--- config.mk ---
export PLATFORM = sky130hd
export DESIGN_NAME = thread_issue_sched
export DESIGN_NICKNAME = d
export VERILOG_FILES = /design/src/rtl/thread_sched_pkg.sv /design/src/rtl/thread_ctx.sv /design/src/rtl/rr_picker.sv /design/src/rtl/thread_issue_sched.sv
export SDC_FILE = /design/constraint.sdc
export NUM_CORES = 1
export LEC_CHECK = 0
export BUFFER_PORTS_ARGS = -buffer_cell sky130_fd_sc_hd__buf_4
export CORE_ASPECT_RATIO = 1.5
export CORE_MARGIN = 1
export CORE_UTILIZATION = 50
export DETAILED_ROUTE_END_ITERATION = 6
export GPL_TIMING_DRIVEN = 0
export PLACE_DENSITY = 0.7
export SETUP_SLACK_MARGIN = 0.3
export SLEW_MARGIN = 10
export SYNTH_ARGS = -nofsm -noshare
export SYNTH_HDL_FRONTEND = slang
export SYNTH_HIERARCHICAL = 1
export SYNTH_SLANG_ARGS = --single-unit
--- constraint.sdc ---
create_clock -name clk -period 11.7 [get_ports clk]
set_input_delay 1.17 -clock clk [delete_from_list [all_inputs] [get_ports clk]]
set_output_delay 1.17 -clock clk [all_outputs]
set_load 0.05 [all_outputs]
--- src/rtl/thread_sched_pkg.sv ---
package thread_sched_pkg;

    typedef enum logic [1:0] {
        TH_IDLE  = 2'd0,
        TH_READY = 2'd1,
        TH_WAIT  = 2'd2
    } thr_state_e;

    // Next state of one context; each state reacts to one event only.
    function automatic thr_state_e thr_next(thr_state_e cur, logic launch,
                                            logic issued_load, logic resp);
        thr_state_e nxt;
        case (cur)
            TH_IDLE:  nxt = launch      ? TH_READY : TH_IDLE;
            TH_READY: nxt = issued_load ? TH_WAIT  : TH_READY;
            TH_WAIT:  nxt = resp        ? TH_READY : TH_WAIT;
            default:  nxt = TH_IDLE;
        endcase
        return nxt;
    endfunction

endpackage

--- src/rtl/thread_ctx.sv ---
module thread_ctx
    import thread_sched_pkg::*;
(
    input  logic clk,
    input  logic rst,
    input  logic launch,
    input  logic issue_me,
    input  logic is_load,
    input  logic resp_me,
    output logic ready,
    output logic waiting
);
    thr_state_e state_q;

    always_ff @(posedge clk) begin
        if (rst) state_q <= TH_IDLE;
        else     state_q <= thr_next(state_q, launch, issue_me && is_load, resp_me);
    end

    assign ready   = (state_q == TH_READY);
    assign waiting = (state_q == TH_WAIT);

    AST_LAUNCH_IDLE: assert property (@(posedge clk) disable iff (rst)
        (launch && !ready && !waiting) |=> ready);
    AST_LOAD_PARKS: assert property (@(posedge clk) disable iff (rst)
        (issue_me && is_load) |=> waiting);
    AST_WAIT_HOLDS: assert property (@(posedge clk) disable iff (rst)
        (waiting && !resp_me) |=> waiting);
    AST_RESP_WAKES: assert property (@(posedge clk) disable iff (rst)
        (waiting && resp_me) |=> ready);
    AST_ALU_STAYS: assert property (@(posedge clk) disable iff (rst)
        (issue_me && !is_load) |=> ready);
endmodule

--- src/rtl/rr_picker.sv ---
module rr_picker #(
    parameter int N    = 16,
    parameter int ID_W = $clog2(N)
) (
    input  logic            clk,
    input  logic            rst,
    input  logic [N-1:0]    req,
    input  logic [ID_W-1:0] last_id,
    output logic            gnt_valid,
    output logic [ID_W-1:0] gnt_id
);
    always_comb begin
        gnt_valid = 1'b0;
        gnt_id    = '0;
        for (int k = 1; k <= N; k++) begin
            if (!gnt_valid && req[(int'(last_id) + k) % N]) begin
                gnt_valid = 1'b1;
                gnt_id    = ID_W'((int'(last_id) + k) % N);
            end
        end
    end

    AST_GRANT_IS_REQ: assert property (@(posedge clk) disable iff (rst)
        gnt_valid |-> req[gnt_id]);
    AST_BUBBLE_EMPTY: assert property (@(posedge clk) disable iff (rst)
        !gnt_valid |-> (req == '0));
endmodule

--- src/rtl/thread_issue_sched.sv ---
module thread_issue_sched
    import thread_sched_pkg::*;
#(
    parameter  int NUM_THREADS = 16,
    localparam int TID_W       = $clog2(NUM_THREADS)
) (
    input  logic                   clk,
    input  logic                   rst,
    input  logic [NUM_THREADS-1:0] launch_mask,
    input  logic                   issue_is_load,
    input  logic                   resp_valid,
    input  logic [TID_W-1:0]       resp_tid,
    output logic                   issue_valid,
    output logic [TID_W-1:0]       issue_tid,
    output logic [NUM_THREADS-1:0] ready_mask,
    output logic                   proto_err
);
    logic [NUM_THREADS-1:0] wait_mask;
    logic [TID_W-1:0]       last_q;

    for (genvar g = 0; g < NUM_THREADS; g++) begin : g_ctx
        thread_ctx u_ctx (
            .clk      (clk),
            .rst      (rst),
            .launch   (launch_mask[g]),
            .issue_me (issue_valid && (issue_tid == TID_W'(g))),
            .is_load  (issue_is_load),
            .resp_me  (resp_valid && (resp_tid == TID_W'(g))),
            .ready    (ready_mask[g]),
            .waiting  (wait_mask[g])
        );
    end

    rr_picker #(.N(NUM_THREADS), .ID_W(TID_W)) u_pick (
        .clk       (clk),
        .rst       (rst),
        .req       (ready_mask),
        .last_id   (last_q),
        .gnt_valid (issue_valid),
        .gnt_id    (issue_tid)
    );

    // Reset value makes the first search begin at thread 0.
    always_ff @(posedge clk) begin
        if (rst)              last_q <= TID_W'(NUM_THREADS - 1);
        else if (issue_valid) last_q <= issue_tid;
    end

    assign proto_err = resp_valid && !wait_mask[resp_tid];

    AST_ISSUED_READY: assert property (@(posedge clk) disable iff (rst)
        issue_valid |-> ready_mask[issue_tid]);
    AST_NO_BACK_TO_BACK_LOAD: assert property (@(posedge clk) disable iff (rst)
        (issue_valid && issue_is_load) |=> !(issue_valid && issue_tid == $past(issue_tid)));
    AST_ERR_NOT_WAITING: assert property (@(posedge clk) disable iff (rst)
        proto_err |-> !wait_mask[resp_tid]);
    AST_ERR_NEEDS_RESP: assert property (@(posedge clk) disable iff (rst)
        !resp_valid |-> !proto_err);
endmodule

# == After elaboration in Yosys (flattened, before gate mapping) ==
# Index checks and enable logic that the tools add are counted.
# totals
ff_bits,36
input_bits,24
out_inout_bits,22
word_cells,388
# op_classes
add_sub_neg,16
n_lt_le_gt_ge,17
n_eq_ne,62
n_mux,146
n_bitwise,16
reduce_logical,114
# ops
op,count
$lt A5 B6 Y1 const B,16
$pmux W2 S3,16
$bmux W1 S4,17
$mux W1,65
$eq A4 B4 Y1 const B,16
$logic_and A1 B1 Y1,64
$mux W2,32
$mux W4,16
$reduce_or A4 Y1,16
$add A4 B4 Y4 const B,8
$eq A2 B1 Y1 const B,16
$eq A2 B2 Y1 const B,16
$eq A4 B3 Y1 const B,8
$logic_not A2 Y1,16
$add A4 B3 Y4 const B,4
$and A1 B1 Y1 const A,16
$eq A4 B2 Y1 const B,4
$logic_not A1 Y1,16
$add A4 B1 Y4 const B,2
$add A4 B2 Y4 const B,2
$eq A4 B1 Y1 const B,2
$logic_not A4 Y1,2
$lt A4 B5 Y1 const B,1

# == Logic depth before layout (Yosys ltp) ==
# Gate-level depths: netlist (run 1).
# depth
ltp_word,57
ltp_mapped,19
ltp_nobuf,14

# == Hierarchy ==
# Netlist (run 1), hierarchy kept.
# by_module_without_submodules
mod,n_inst,cells_each,area_per_inst_um2,seq_area_each_um2
rr_picker,1,294,2531.2,0.0
thread_ctx,16,12,108.9,40.0
thread_issue_sched,1,71,525.5,80.1

# == Worst setup path after synthesis (run 1) ==
# OpenSTA, ideal clock, no wires.
# synth_timing
path_type,reg2out
from,register last_q[1]
to,output port issue_tid[3]
arrival_ns,4.116
required_time_ns,10.530
setup_slack_ns,6.414
stages_incl_launch_ff,13
path_buffers,2
path_cell_list,dfxtp_1 > clkbuf_1 > inv_1 > ha_1 > clkbuf_1 > mux4_2 > mux2i_1 > mux2i_1 > nor4b_1 > o21ai_0 > o211ai_1 > nand2_1 > o221ai_1
# synth_between
elab_chain_len,50
elab_cells_between_ends,125
classes_between,add/sub: 16; mux: 79; reduce/logical: 30
# synth_rtl
element,line,text
from (decl),thread_issue_sched.sv:19,logic [TID_W-1:0] last_q;
from (signal assigned),thread_issue_sched.sv:45,if (rst) last_q <= TID_W'(NUM_THREADS - 1);
from (signal assigned),thread_issue_sched.sv:46,else if (issue_valid) last_q <= issue_tid;
$add A4 B1 Y4,"rr_picker.sv:16, rr_picker.sv:18",
$bmux W1 S4,rr_picker.sv:16,if (!gnt_valid && req[(int'(last_id) + k) % N]) begin
$mux W1 (implied by the code) (2 in a row),rr_picker.sv:16,
$mux W1,rr_picker.sv:16,
$logic_not A1 Y1,rr_picker.sv:16,
$logic_and A1 B1 Y1,rr_picker.sv:16,
$mux W1,rr_picker.sv:16,
$logic_not A1 Y1,rr_picker.sv:16,
[33 not listed],--,
$logic_and A1 B1 Y1,rr_picker.sv:16,
$mux W1,rr_picker.sv:16,
$logic_not A1 Y1,rr_picker.sv:16,
$logic_and A1 B1 Y1,rr_picker.sv:16,
$mux W1,rr_picker.sv:16,
$logic_not A1 Y1,rr_picker.sv:16,
$logic_and A1 B1 Y1,rr_picker.sv:16,
$mux W4 (*),rr_picker.sv:16,
to (decl),thread_issue_sched.sv:14,"output logic [TID_W-1:0] issue_tid,"
# Every way passes the cells marked *; elsewhere a longest branch is shown, timed or not. The select of a mux whose other input is x is not followed.

# == Worst setup path in the final report (run 1) ==
# Same ends and word-level chain as after synthesis.

==> Implementation_results.wiki, run 1 <==
{| class="wikitable"
! Metric !! Value
|-
| Detailed-router iteration count before antenna repair || 5
|-
| Effective utilization at floorplan || 51.55%
|-
| Sequential standard cell area || 720.7 um2
|-
| Setup repair after global routing missed its margin || false
|-
| Number of flops mapped to enable cells by yosys || 0
|-
| Maximum number of pins on one net before global-route repair || 53
|-
| Status || complete, no violations
|-
| Remaining DRCs || 0
|-
| Total number of H-tree levels || 2
|-
| Layout cells sized above 1 || 20.85%
|-
| Max-cap violations || 0
|-
| Synth Area in Simple Gates || 27.82%
|-
| Top cell types by occurrence after synthesis || 66 x nor2_1, 47 x nand2_1, 40 x mux2i_1
|-
| Endpoints failing setup || 0
|-
| Post-CTS Setup Repair Bufs || 0
|-
| Worst path arrival time || 5400 ps
|-
| DRC violation total after the first TritonRoute iteration || 311
|-
| Dominant register cell in the synthesized netlist || dfxtp_1
|-
| Relative slew slack || 35.16%
|-
| Multiplexer share of the synthesized area || 31.63%
|-
| Remaining number of nets flagged by the antenna check after routing || 0
|-
| Global-route wire length before repair || 24320 um
|-
| Largest family of logic cells by synthesized area || multiplexers
|-
| TritonCTS clock tree || done
|-
| Maximum fanout count along the critical path || 10
|-
| Initial antenna violation count || 0
|-
| Placeable core region || 9308 um2
|-
| Most area-hungry cell type in the Yosys netlist || dfxtp_1
|-
| Warning count from the yosys run || 6
|-
| Synth Area per Inst || 8.615 um2
|-
| Top-count cell post-synth || nor2_1
|-
| Adder and majority cell fraction of the synthesized area || 2.086%
|-
| Count of fill cells added during filler insertion || 860
|-
| Cell types with the largest area share after synthesis || dfxtp_1 15%, mux4_2 14%, mux2i_1 8.3%
|-
| Class of the worst hold path || flop to flop
|-
| Antenna fix cells || 0
|-
| Global routing usage summed across all routing layers || 32.82%
|-
| Worst setup SP type || flop
|-
| Clock tree root buffer cell || clkbuf_16
|-
| Sequential element share of the synthesized area || 15.02%
|-
| Number of input and output port buffers inserted || 45
|-
| Post-Synth XOR/XNOR Area || 1.956%
|-
| Crit share post-route || 56.14%
|-
| Required time worst endpoint || 10530 ps
|-
| Final min period || 6568 ps
|-
| Number of buffers created by CTS || 5
|-
| Count of final max-slew check failures || 0
|-
| Final cell area excluding filler cells || 5429 um2
|-
| Fraction of post-synthesis cell area in the top cell type by area || 15.02%
|-
| Syn Nets || 589
|-
| Routed Wire Length || 15550 um
|-
| Net count, final || 641
|-
| Layout Area Growth over Synthesis || 13.14%
|-
| Placement Cell Area || 5276 um2
|-
| Skew-Pair Late Insertion Delay || 280 ps
|-
| Site row count || 43
|-
| Fraction of the mapped netlist area in compound gates || 16.66%
|-
| Vias after detailed routing || 4853
|-
| Setup CP Type || flop to primary output
|-
| Number of sinks driven by the clock tree || 36
|-
| Die Wd || 81.99 um
|-
| Largest clock skew in the final design || 3.689 ps
|-
| Area of combinational cells with multiple inputs || 3846 um2
|-
| Weighted congestion reported at the end of routability-driven placement || 0.9641
|-
| Number of buffers on the longest clock path || 2
|-
| Post-CTS sizing || 0
|-
| Cell count after synthesis || 557
|-
| Cell Area, Synth || 4798 um2
|-
| Die ar. || 10000 um2
|-
| Hold-fix buffers at CTS || 0
|-
| Count of state elements after synthesis || 36
|-
| Async S/R FF share, synth || 0%
|-
| Via count of the first global-routing pass || 4631
|-
| Number of ports placed on the die boundary || 46
|-
| Endpoint type of the worst setup path || primary output
|-
| Vias per cell || 6.731
|-
| Sum of negative setup slack || 0 ps
|-
| Maximum clock frequency || 152.3 MHz
|-
| Clock edge transition at the registers on the reported setup and hold paths || 50 ps
|-
| Number of failing hold endpoints at the final stage || 0
|-
| Final routed wire length divided by cell count || 21.56 um
|-
| Count of unique library cells instantiated by Yosys || 69
|-
| Die Y-Extent || 122.0 um
|-
| HPWL reported at the end of detailed placement || 11880 um
|-
| Worst-Margin Slew || 965.6 ps
|-
| Global route overflow || 0
|}
## layout by cell type, fill, tap and decap left out, drive strengths merged, types with 6 or more instances in the layout
| cell | count |
|---|---|
| a21oi | 35 |
| a31oi | 6 |
| a32o | 16 |
| and2b | 16 |
| buf | 54 |
| clkbuf | 17 |
| dfxtp | 36 |
| ha | 8 |
| inv | 26 |
| mux2 | 26 |
| mux2i | 41 |
| mux4 | 35 |
| nand2 | 47 |
| nand3 | 8 |
| nand3b | 6 |
| nand4b | 16 |
| nor2 | 66 |
| nor2b | 25 |
| nor3 | 17 |
| o21ai | 14 |
| o22ai | 6 |
| or3b | 18 |
| xnor2 | 6 |
## critical path: stages (launching register included)
cell      delay (ps)
dfxtp_1          480
clkbuf_1         340
inv_1            260
ha_1             400
clkbuf_1         500
mux4_2           450
mux2i_1          290
mux2i_1          280
nor4b_1          670
o21ai_0          300
o211ai_1         160
nand2_1          130
o221ai_1         540
buf_4            310
## cells by family after synthesis
group | count (synthesis)
AO/OA/AOI/OAI | 115
adder cells (fa/ha/maj) | 8
flip-flops | 36
buffers and inverters | 48
multiplexers | 102
AND/OR/NAND/NOR | 239
XOR/XNOR | 9
## layer usage
metal / routed length, um / GRT usage, %
met1: 5599 / 34.90
met2: 8009 / 56.61
met3: 833 / 5.318
met4: 1102 / 24.23
met5: 0 / 0
## through the flow
stage | worst slack, ps | utilization, % | std cells | hold WS (ps)
detailed placement | 5550 | 56.69 | 714 | 532.5
finish | 5132 | 58.33 | 721 | 541.0
global route | 4788 | 58.33 | 721 | 565.1
floorplan | 6414 | - | 557 | 499.2
CTS | 5217 | 58.33 | 721 | 543.3
global placement | 5584 | 56.69 | 714 | 516.2
## final timing paths
path / end / start / cells after the start / slack (ps)
max: issue_tid[3] / last_q[1] / 13 / 5130
min reg2reg: g_ctx[5].u_ctx/state_q[1] / g_ctx[5].u_ctx/state_q[0] / 2 / 540
min: g_ctx[5].u_ctx/state_q[1] / g_ctx[5].u_ctx/state_q[0] / 2 / 540
max reg2reg: g_ctx[0].u_ctx/state_q[0] / last_q[1] / 17 / 5830
## sequential cells by signal (all words and copies together), names as in the netlist
register	cells
last_q	4
g_ctx.u_ctx/state_q	32
## final cells by class
type                       count  area share [%]
timing repair buffer          45           6.223
buffer                        19           2.166
sequential                    36           13.27
multi-input combinational    473           70.85
clock buffer                   7           2.812
inverter                      29           2.097
tap                          112           2.581
Power of run 1 is left out: the tool's default activity adds up to more than one toggle a clock period on the data nets, which glitch-free logic cannot reach.
==> run 2: changes to the inputs <==
--- a/config.mk
+++ b/config.mk
@@ -11,7 +11,7 @@
 export CORE_UTILIZATION = 50
 export DETAILED_ROUTE_END_ITERATION = 6
 export GPL_TIMING_DRIVEN = 0
-export PLACE_DENSITY = 0.7
+export PLACE_DENSITY = 0.73
 export SETUP_SLACK_MARGIN = 0.3
 export SLEW_MARGIN = 10
 export SYNTH_ARGS = -nofsm -noshare
==> constraint.sdc (replaced) <==
create_clock -name clk -period 5.7 [get_ports clk]
set_input_delay 0.57 -clock clk [delete_from_list [all_inputs] [get_ports clk]]
set_output_delay 0.57 -clock clk [all_outputs]
set_load 0.05 [all_outputs]
==> Implementation_results.wiki, run 2 (synthesis gave the netlist of run 1 again) <==
{| class="wikitable"
! Metric !! Value
|-
| Setup repair after global routing missed its margin || false
|-
| Most common cell after layout, fill and taps aside || nor2_1
|-
| Critical R2R Launch || last_q[2]
|-
| Vias after detailed routing || 4838
|-
| Final min period || 5285 ps
|-
| Initial antenna violation count || 0
|-
| Worst path arrival time || 4710 ps
|-
| Register containing the most flip-flops in the final layout || g_ctx.u_ctx/state_q
|-
| Remaining number of nets flagged by the antenna check after routing || 0
|-
| Reg-to-Reg End || g_ctx[3].u_ctx/state_q[0]
|-
| Number of flip-flops in the largest register || 32
|-
| Effective utilization at floorplan || 51.55%
|-
| Area of combinational cells with multiple inputs || 3895 um2
|-
| Sequential standard cell area || 720.7 um2
|-
| Max-cap violations || 0
|-
| Maximum fanout count along the critical path || 11
|-
| Register-to-register setup slack || 500 ps
|-
| Hold-fix buffers at CTS || 0
|-
| TritonCTS clock tree || done
|-
| Placement Cell Area || 5276 um2
|-
| Final routed wire length divided by cell count || 21.41 um
|-
| Die ar. || 10000 um2
|-
| Via count of the first global-routing pass || 4684
|-
| Final cell area excluding filler cells || 5555 um2
|-
| Count of final max-slew check failures || 0
|-
| Path depth of the worst reg2reg path || 17
|-
| Net count, final || 645
|-
| Maximum clock frequency || 189.2 MHz
|-
| Clock edge transition at the registers on the reported setup and hold paths || 60 ps
|-
| Number of buffers created by CTS || 5
|-
| Worst setup SP type || flop
|-
| Launch instance of the worst min-delay path || g_ctx[14].u_ctx/state_q[0]
|-
| Remaining DRCs || 0
|-
| Layout cells sized above 1 || 23.62%
|-
| Clock tree root buffer cell || clkbuf_16
|-
| Relative slew slack || 40.17%
|-
| Hold Path End || g_ctx[14].u_ctx/state_q[1]
|-
| Skew-Pair Late Insertion Delay || 290 ps
|-
| Crit share post-route || 92.71%
|-
| Sum of negative setup slack || 0 ps
|-
| Global routing usage summed across all routing layers || 32.13%
|-
| HPWL reported at the end of detailed placement || 11840 um
|-
| Maximum number of pins on one net before global-route repair || 53
|-
| DRC violation total after the first TritonRoute iteration || 347
|-
| Highest-count cells in the layout ignoring fill and taps || 66 x nor2_1, 49 x buf_4, 47 x nand2_1
|-
| Number of ports placed on the die boundary || 46
|-
| Count of fill cells added during filler insertion || 817
|-
| Number of buffers on the longest clock path || 2
|-
| Endpoint type of the worst setup path || primary output
|-
| Die Y-Extent || 122.0 um
|-
| Global-route wire length before repair || 23820 um
|-
| Vias per cell || 6.664
|-
| Layout Area Growth over Synthesis || 15.78%
|-
| Antenna fix cells || 0
|-
| Weighted congestion reported at the end of routability-driven placement || 1.001
|-
| Total number of H-tree levels || 2
|-
| Global route overflow || 0
|-
| Setup CP Type || flop to primary output
|-
| Placeable core region || 9308 um2
|-
| Largest clock skew in the final design || 5.605 ps
|-
| Routed Wire Length || 15540 um
|-
| Number of failing hold endpoints at the final stage || 0
|-
| Endpoints failing setup || 0
|-
| Worst-Margin Slew || 872.5 ps
|-
| Die Wd || 81.99 um
|-
| Number of sinks driven by the clock tree || 36
|-
| Required time worst endpoint || 5130 ps
|-
| Status || complete, no violations
|-
| Class of the worst hold path || flop to flop
|-
| Number of input and output port buffers inserted || 45
|-
| Registers with the most flip-flops || g_ctx.u_ctx/state_q x32, last_q x4
|-
| Detailed-router iteration count before antenna repair || 6
|-
| Min-Delay Path Depth || 2
|-
| Site row count || 43
|}
## run 2: cell count changes in the layout (fill, tap and decap cells not counted), sizes merged
cell    before  now
buf         54   59
bufinv       0    1
clkbuf      17   16
## run 2: cell type report
class                           count  share of cell area (%)
Buffer                             19                   2.207
Clock buffer                        7                   2.748
Clock inverter                      1                  0.5405
Inverter                           29                   2.050
Multi-Input combinational cell    473                   70.11
Sequential cell                    36                   12.97
Tap cell                          112                   2.523
Timing Repair Buffer               49                   6.847
## run 2: what timing repair did
action,in CTS,in global routing
setup endpoints to repair,36,25
gates resized for setup,7,9
buffers inserted,0,4
pin swaps,0,1
## run 2: worst max path at each step
stage | startpoint | endpoint | depth (start not counted) | slack [ps]
floorplan | last_q[1] | g_ctx[0].u_ctx/state_q[0] | 17 | 490
global placement | last_q[1] | g_ctx[10].u_ctx/state_q[0] | 16 | -170
detailed placement | last_q[1] | g_ctx[0].u_ctx/state_q[0] | 17 | -250
CTS | last_q[0] | g_ctx[0].u_ctx/state_q[0] | 19 | 220
global route | last_q[2] | g_ctx[0].u_ctx/state_q[0] | 16 | 320
finish | last_q[2] | issue_tid[1] | 13 | 420
## run 2: metrics by stage
step | instances | hold slack, ps | utilization (%) | worst slack (ps)
global placement | 714 | 515.6 | 56.69 | -173.4
detailed placement | 714 | 530.1 | 56.69 | -250.5
global route | 726 | 560.7 | 59.69 | 320.7
CTS | 722 | 535.5 | 58.91 | 220.5
finish | 726 | 539.1 | 59.69 | 415.4
floorplan | 557 | 499.2 | - | 489.3
## run 2: layer usage
metal  share of wire (%)  vias up  global-route usage, %
li1                    -     2238                      -
met1                  36     2270                  34.20
met2                  52      257                  56.35
met3                 5.1       73                  2.697
met4                 7.7        0                  25.33
met5                   0        -                      0
## run 2: worst max-delay path, cell delays in order, from the launching register on
cell,delay (ps)
dfxtp_1,610
clkbuf_2,320
inv_2,160
ha_1,420
clkinv_1,350
mux4_2,560
buf_2,210
nor4_4,280
buf_4,200
nand3_4,120
nor3_1,500
nand2_1,100
o211ai_1,290
buf_4,310
Power of run 2 is left out for the same reason.
